--- src/rtl/vp_tlb_pkg.sv ---
// Shared entry layout and field helpers for the variable-page translator.
package vp_tlb_pkg;

    localparam logic [31:0] PMASK_FIELD = 32'h01FF_E000;
    localparam logic [31:0] LOW_OFFSET  = 32'h0000_0FFF;
    localparam logic [31:0] PAIR_BITS   = 32'h0000_1FFF;
    localparam int          HI_G_BIT    = 12;
    localparam int          LO_V_BIT    = 1;
    localparam int          LO_D_BIT    = 2;

    typedef struct packed {
        logic [31:0] mask;
        logic [31:0] hi;
        logic [31:0] lo_even;
        logic [31:0] lo_odd;
    } tlb_entry_t;

    // Bits of the address that take part in the tag comparison.
    function automatic logic [31:0] tag_keep(input logic [31:0] m);
        return ~((m & PMASK_FIELD) | PAIR_BITS);
    endfunction

    // Bits of the address passed straight through as page offset.
    function automatic logic [31:0] offset_bits(input logic [31:0] m);
        return ((m & PMASK_FIELD) >> 1) | LOW_OFFSET;
    endfunction

endpackage

--- src/rtl/vp_tlb_array.sv ---
// Entry storage with a single write port and a parallel match per entry.
// Assumes the caller keeps wr_idx below ENTRIES; other indices load nothing.
module vp_tlb_array
    import vp_tlb_pkg::*;
#(
    parameter int ENTRIES = 8,
    parameter int IDX_W   = 3
) (
    input  logic                clk,
    input  logic                rst_n,
    input  logic                wr_en,
    input  logic [IDX_W-1:0]    wr_idx,
    input  tlb_entry_t          wr_data,
    input  logic [31:0]         va,
    input  logic [7:0]          asid,
    output tlb_entry_t          ents [ENTRIES],
    output logic [ENTRIES-1:0]  hits
);

    for (genvar i = 0; i < ENTRIES; i++) begin : g_ent
        tlb_entry_t ent_q;
        logic       tag_eq;
        logic       id_ok;

        // Load the entry when the write port addresses it.
        always_ff @(posedge clk) begin
            if (!rst_n)
                ent_q <= '0;
            else if (wr_en && (32'(wr_idx) == i))
                ent_q <= wr_data;
        end

        // Tag and identifier comparison against the live request.
        always_comb begin
            tag_eq  = ((va ^ ent_q.hi) & tag_keep(ent_q.mask)) == 32'h0;
            id_ok   = (ent_q.hi[7:0] == asid) || ent_q.hi[HI_G_BIT];
            hits[i] = tag_eq && id_ok;
            ents[i] = ent_q;
        end
    end

endmodule

--- src/rtl/vp_tlb_pick.sv ---
// Chooses the winning entry, picks the even or odd mapping word, and
// classifies the outcome. Purely combinational.
// Assumes lh_idx is a valid index whenever lh_valid is set.
module vp_tlb_pick
    import vp_tlb_pkg::*;
#(
    parameter int ENTRIES = 8,
    parameter int IDX_W   = 3
) (
    input  tlb_entry_t          ents [ENTRIES],
    input  logic [ENTRIES-1:0]  hits,
    input  logic                lh_valid,
    input  logic [IDX_W-1:0]    lh_idx,
    input  logic [31:0]         va,
    input  logic                is_store,
    output logic [IDX_W-1:0]    win_idx,
    output logic                any_hit,
    output logic                multi,
    output logic                not_present,
    output logic                clean_store,
    output logic [31:0]         paddr
);

    logic [IDX_W-1:0] low_idx;
    logic             use_lh;
    tlb_entry_t       win;
    logic [31:0]      off;
    logic [31:0]      lo;

    // Lowest-index matching entry.
    always_comb begin
        low_idx = '0;
        for (int i = ENTRIES - 1; i >= 0; i--) begin
            if (hits[i]) low_idx = IDX_W'(i);
        end
    end

    // Remembered entry takes priority when it still matches.
    always_comb begin
        use_lh  = lh_valid && hits[lh_idx];
        win_idx = use_lh ? lh_idx : low_idx;
        any_hit = |hits;
        multi   = $countones(hits) > 1;
    end

    // Page half selection, fault classification and address formation.
    always_comb begin
        win         = ents[win_idx];
        off         = offset_bits(win.mask);
        lo          = ((va & (off + 32'h1)) != 32'h0) ? win.lo_odd : win.lo_even;
        not_present = !lo[LO_V_BIT];
        clean_store = lo[LO_V_BIT] && !lo[LO_D_BIT] && is_store;
        paddr       = ({lo[25:6], 12'h000} & ~off) | (va & off);
    end

endmodule

--- src/rtl/vp_tlb_victim.sv ---
// Free-running 16-bit LFSR folded into the range [wired, ENTRIES-1].
// Assumes wired is at most ENTRIES-1; larger values are clamped.
module vp_tlb_victim #(
    parameter int ENTRIES = 8,
    parameter int IDX_W   = 3
) (
    input  logic             clk,
    input  logic             rst_n,
    input  logic [IDX_W-1:0] wired,
    output logic [IDX_W-1:0] victim
);

    localparam logic [15:0] SEED = 16'hACE1;

    logic [15:0]      lfsr_q;
    logic [IDX_W-1:0] floor_idx;
    logic [15:0]      span;
    logic [15:0]      rem;

    // Advance the shift register every cycle.
    always_ff @(posedge clk) begin
        if (!rst_n)
            lfsr_q <= SEED;
        else
            lfsr_q <= {lfsr_q[14:0], lfsr_q[15] ^ lfsr_q[13] ^ lfsr_q[12] ^ lfsr_q[10]};
    end

    // Fold the pseudo-random value into the unprotected range.
    always_comb begin
        floor_idx = (32'(wired) > ENTRIES - 1) ? IDX_W'(ENTRIES - 1) : wired;
        span      = 16'(ENTRIES) - 16'(floor_idx);
        rem       = 16'(lfsr_q[7:0]) % span;
        victim    = floor_idx + rem[IDX_W-1:0];
    end

endmodule

--- src/rtl/vp_tlb.sv ---
// Top of the variable-page translator: holds the context, fault-address
// and last-hit registers and registers the one-cycle lookup response.
// Assumes inputs are synchronous to clk and wired < ENTRIES.
module vp_tlb
    import vp_tlb_pkg::*;
#(
    parameter int ENTRIES = 8,
    localparam int IDX_W  = (ENTRIES > 1) ? $clog2(ENTRIES) : 1
) (
    input  logic             clk,
    input  logic             rst_n,
    input  logic             tbl_wr_en,
    input  logic [IDX_W-1:0] tbl_wr_idx,
    input  logic [31:0]      tbl_wr_mask,
    input  logic [31:0]      tbl_wr_hi,
    input  logic [31:0]      tbl_wr_lo_even,
    input  logic [31:0]      tbl_wr_lo_odd,
    input  logic             ctx_wr_en,
    input  logic [31:0]      ctx_wr_data,
    input  logic [IDX_W-1:0] wired,
    input  logic             req_valid,
    input  logic [31:0]      req_vaddr,
    input  logic             req_store,
    output logic             rsp_valid,
    output logic [31:0]      rsp_paddr,
    output logic             rsp_multi,
    output logic             flt_refill_ld,
    output logic             flt_refill_st,
    output logic             flt_inval_ld,
    output logic             flt_inval_st,
    output logic             flt_modify,
    output logic [31:0]      bad_vaddr,
    output logic [31:0]      ctx_hi,
    output logic [IDX_W-1:0] victim_idx
);

    tlb_entry_t         wr_data;
    tlb_entry_t         ents [ENTRIES];
    logic [ENTRIES-1:0] hits;
    logic               lh_valid;
    logic [IDX_W-1:0]   lh_idx;
    logic [IDX_W-1:0]   win_idx;
    logic               any_hit;
    logic               multi;
    logic               not_present;
    logic               clean_store;
    logic [31:0]        paddr;
    logic               take_fault;

    // Pack the write-port fields into one entry.
    always_comb begin
        wr_data = '{mask: tbl_wr_mask, hi: tbl_wr_hi,
                    lo_even: tbl_wr_lo_even, lo_odd: tbl_wr_lo_odd};
    end

    vp_tlb_array #(.ENTRIES(ENTRIES), .IDX_W(IDX_W)) u_array (
        .clk     (clk),
        .rst_n   (rst_n),
        .wr_en   (tbl_wr_en),
        .wr_idx  (tbl_wr_idx),
        .wr_data (wr_data),
        .va      (req_vaddr),
        .asid    (ctx_hi[7:0]),
        .ents    (ents),
        .hits    (hits)
    );

    vp_tlb_pick #(.ENTRIES(ENTRIES), .IDX_W(IDX_W)) u_pick (
        .ents        (ents),
        .hits        (hits),
        .lh_valid    (lh_valid),
        .lh_idx      (lh_idx),
        .va          (req_vaddr),
        .is_store    (req_store),
        .win_idx     (win_idx),
        .any_hit     (any_hit),
        .multi       (multi),
        .not_present (not_present),
        .clean_store (clean_store),
        .paddr       (paddr)
    );

    vp_tlb_victim #(.ENTRIES(ENTRIES), .IDX_W(IDX_W)) u_victim (
        .clk    (clk),
        .rst_n  (rst_n),
        .wired  (wired),
        .victim (victim_idx)
    );

    // A lookup faults when nothing matches or the chosen page refuses it.
    always_comb begin
        take_fault = req_valid && (!any_hit || not_present || clean_store);
    end

    // Register the lookup outcome and track the last successful entry.
    always_ff @(posedge clk) begin
        if (!rst_n) begin
            rsp_valid     <= 1'b0;
            rsp_paddr     <= '0;
            rsp_multi     <= 1'b0;
            flt_refill_ld <= 1'b0;
            flt_refill_st <= 1'b0;
            flt_inval_ld  <= 1'b0;
            flt_inval_st  <= 1'b0;
            flt_modify    <= 1'b0;
            lh_valid      <= 1'b0;
            lh_idx        <= '0;
        end else begin
            rsp_valid     <= req_valid;
            rsp_multi     <= req_valid && multi;
            rsp_paddr     <= '0;
            flt_refill_ld <= 1'b0;
            flt_refill_st <= 1'b0;
            flt_inval_ld  <= 1'b0;
            flt_inval_st  <= 1'b0;
            flt_modify    <= 1'b0;
            if (req_valid) begin
                if (!any_hit) begin
                    flt_refill_st <= req_store;
                    flt_refill_ld <= !req_store;
                end else if (not_present) begin
                    flt_inval_st <= req_store;
                    flt_inval_ld <= !req_store;
                end else if (clean_store) begin
                    flt_modify <= 1'b1;
                end else begin
                    rsp_paddr <= paddr;
                    lh_valid  <= 1'b1;
                    lh_idx    <= win_idx;
                end
            end
        end
    end

    // Capture fault state; a fault overrides a software context write.
    always_ff @(posedge clk) begin
        if (!rst_n) begin
            bad_vaddr <= '0;
            ctx_hi    <= '0;
        end else if (take_fault) begin
            bad_vaddr <= req_vaddr;
            ctx_hi    <= {req_vaddr[31:13], 5'b0, ctx_hi[7:0]};
        end else if (ctx_wr_en) begin
            ctx_hi <= ctx_wr_data;
        end
    end

endmodule

--- config.mk ---
export PLATFORM = sky130hd
export DESIGN_NAME = vp_tlb
export DESIGN_NICKNAME = d
export VERILOG_FILES = /design/src/rtl/vp_tlb_pkg.sv /design/src/rtl/vp_tlb_array.sv /design/src/rtl/vp_tlb_pick.sv /design/src/rtl/vp_tlb_victim.sv /design/src/rtl/vp_tlb.sv
export SDC_FILE = /design/constraint.sdc
export NUM_CORES = 2
export LEC_CHECK = 0
export CORE_MARGIN = 2
export CORE_UTILIZATION = 30
export CTS_CLUSTER_SIZE = 30
export DETAILED_ROUTE_END_ITERATION = 10
export DONT_BUFFER_PORTS = 1
export MAX_ROUTING_LAYER = met4
export PLACE_DENSITY = 0.45
export SLEW_MARGIN = 20
export SYNTH_ARGS = -nofsm -noshare
export SYNTH_HDL_FRONTEND = slang
export SYNTH_HIERARCHICAL = 1
export SYNTH_SLANG_ARGS = --single-unit
--- constraint.sdc ---
create_clock -name clk -period 38.5 [get_ports clk]
set_input_delay 3.85 -clock clk [delete_from_list [all_inputs] [get_ports clk]]
set_output_delay 3.85 -clock clk [all_outputs]
set_load 0.02 [all_outputs]
==> flow_metrics.tcl <==
set metrics [dict create \
    routed_wire_length_per_instance_um 22.09 \
    totalWireLength_um 152900 \
    numPortBuffers 0 \
    drive_gt1_frac 0.08214 \
    slowest_delay_ns 0.54 \
    wire_length_of_the_first_global_routing_pass_um 227700 \
    holdCritPathClass "flop to flop" \
    power_density_nw_per_um2 81.06 \
    final_common_cell "sky130_fd_sc_hd__nand2_1" \
    cts_tree "done" \
    cp.required_ns 34.65 \
    worst_slew_pin_slew_ns 1.146 \
    via_count 35220 \
    cellLeakagePower_uw 0.01744 \
    cts_inserted_buffers 96 \
    setup_repair_after_global_routing_missed_its_margin "no" \
    gp_congestion 0.8364 \
    clk-insertion-delay-late_ns 0.71 \
    postRouteAntennaNets 0 \
    setup_violations 0 \
    summed_instance_area_of_the_synthesized_netlist_sq_um 43100 \
    critical_path.max_fanout 12 \
    cts_root_buffer "sky130_fd_sc_hd__clkbuf_16" \
    critical_path.endpoint_type "output pin" \
    drt_pre_antenna_iters 5 \
    yosysWarningCount 6 \
    avgViaCountPerCell 5.089 \
    timing.final.crit_share 0.9319 \
    slew_headroom 0.2317 \
    final_core_utilization 0.3252 \
    num-nets-final 5221 \
    clk_path_buf_depth 3 \
    cp-start-kind "input port" \
    timing.clock.skew_ns 0.02797 \
    netlist_instances 5332 \
    clk_transition_reported_paths_ns 0.06 \
    run_status "completed" \
    die-width_um 383.0 \
    grt_pass1_vias 34250 \
    floorplan_die_area_sq_um 146700 \
    vdd_drop_max_v 0.0001648 \
    total_neg_setup_slack_ns 0 \
    hpwlAfterDp_um 95160 \
    grt_start_max_net_pins 798 \
    critPathSlowestCell "sky130_fd_sc_hd__or4b_4" \
    drv.max_cap_violation_count 0 \
    drt_iter0_markers 2319 \
    placed_area_sq_um 43260 \
    achievable-frequency_ghz 0.02787 \
    start_util 0.3011 \
    layout.cells.most_common_list "sky130_fd_sc_hd__nand2_1, sky130_fd_sc_hd__dfxtp_1, sky130_fd_sc_hd__a21boi_0" \
    period_minus_ws_final_ns 35.88 \
    grt_overflow 0 \
    crit_path_frequent_cell "sky130_fd_sc_hd__ha_1" \
    area.growth.synth_to_final_pct 8.006 \
    floorplan.io_pins 310 \
    clock_tree.htree_level_count 3 \
    numClockSinks 795 \
    grt_antenna_before_repair 6 \
    drc_errors 0 \
    fp-row-count 139 \
    die_h_um 383.0 \
    setup.worst_path.class "input port to output pin" \
    finalHoldViolations 0 \
    total_routing_usage_gr 0.2087 \
    finalMaxSlewViolations 0 \
    stdcell_area_sq_um 46550 \
    synthesized_area_per_cell_sq_um 8.084 \
    arrival_ns 32.03 \
    floorplan.core_area_sq_um 143100 \
]
==> timing repair <==
action / 4_1_cts / 5_1_grt
gates resized for setup: 0 / 23
buffers inserted: 0 / 8
hold endpoints to repair: 0 / 0
endpoints found under the setup margin: 0 / 3
hold buffers: 0 / 0
==> per-layer routing <==
layer	vias up	wire length, um	track usage
met5	-	0	-
met4	0	2558	0.04134
met3	155	7928	0.03140
met2	823	70380	0.3366
met1	17050	71990	0.2768
li1	17200	-	-
==> final timing paths <==
kind                           start             endpoint  slack [ns]  cells past startpoint
setup / recovery            wired[0]        victim_idx[2]        2.62                    136
hold / removal    u_victim/lfsr_q[9]  u_victim/lfsr_q[10]        0.40                      1
setup reg to reg           ctx_hi[6]            ctx_hi[6]       28.01                     26
hold reg to reg   u_victim/lfsr_q[9]  u_victim/lfsr_q[10]        0.40                      1
==> through the flow <==
| stage | hold WS (ns) | std cells | worst slack (ns) | total power, uW |
|---|---|---|---|---|
| 2_1_floorplan | 0.3863 | 5339 | 4.455 | 2425 |
| 3_3_place_gp | 0.3900 | 6738 | 1.242 | 2836 |
| 3_5_place_dp | 0.3952 | 6738 | 1.120 | 2827 |
| 4_1_cts | 0.4066 | 6908 | 1.027 | 3751 |
| 5_1_grt | 0.4152 | 6919 | 0.05042 | 4063 |
| 6_report | 0.4042 | 6921 | 2.624 | 3774 |
==> flip-flops by register name, summed over array words and instances, names as in the netlist, 3 cells and up <==
name / count
lh_idx: 3
bad_vaddr: 32
ctx_hi: 32
rsp_paddr: 32
u_victim/lfsr_q: 16
u_array/ents: 672
==> cell type report <==
class / instances / area [sq um]
Fill cell: 15020 / 96580
Inverter: 50 / 196.4
Timing Repair Buffer: 70 / 598.1
Tap cell: 1903 / 2381
Antenna cell: 2 / 5.005
Multi-Input combinational cell: 3931 / 24380
Clock buffer: 141 / 2814
Clock inverter: 29 / 257.7
Sequential cell: 795 / 15920
==> where the power goes <==
| group | internal, uW | total [uW] | switching (uW) |
|---|---|---|---|
| Sequential | 843 | 863 | 19.8 |
| Combinational | 762 | 2010 | 1250 |
| Clock | 519 | 902 | 383 |
==> worst max-delay path: cells and delay by family <==
kind | cells | cell delay (ns)
xor+xnor | 2 | 0.41
fa+ha+maj | 18 | 5.64
mux | 6 | 1.96
compound gates | 53 | 9.96
buf+inv | 13 | 1.59
simple gates | 44 | 8.60
(Power assumes the default switching activity.)
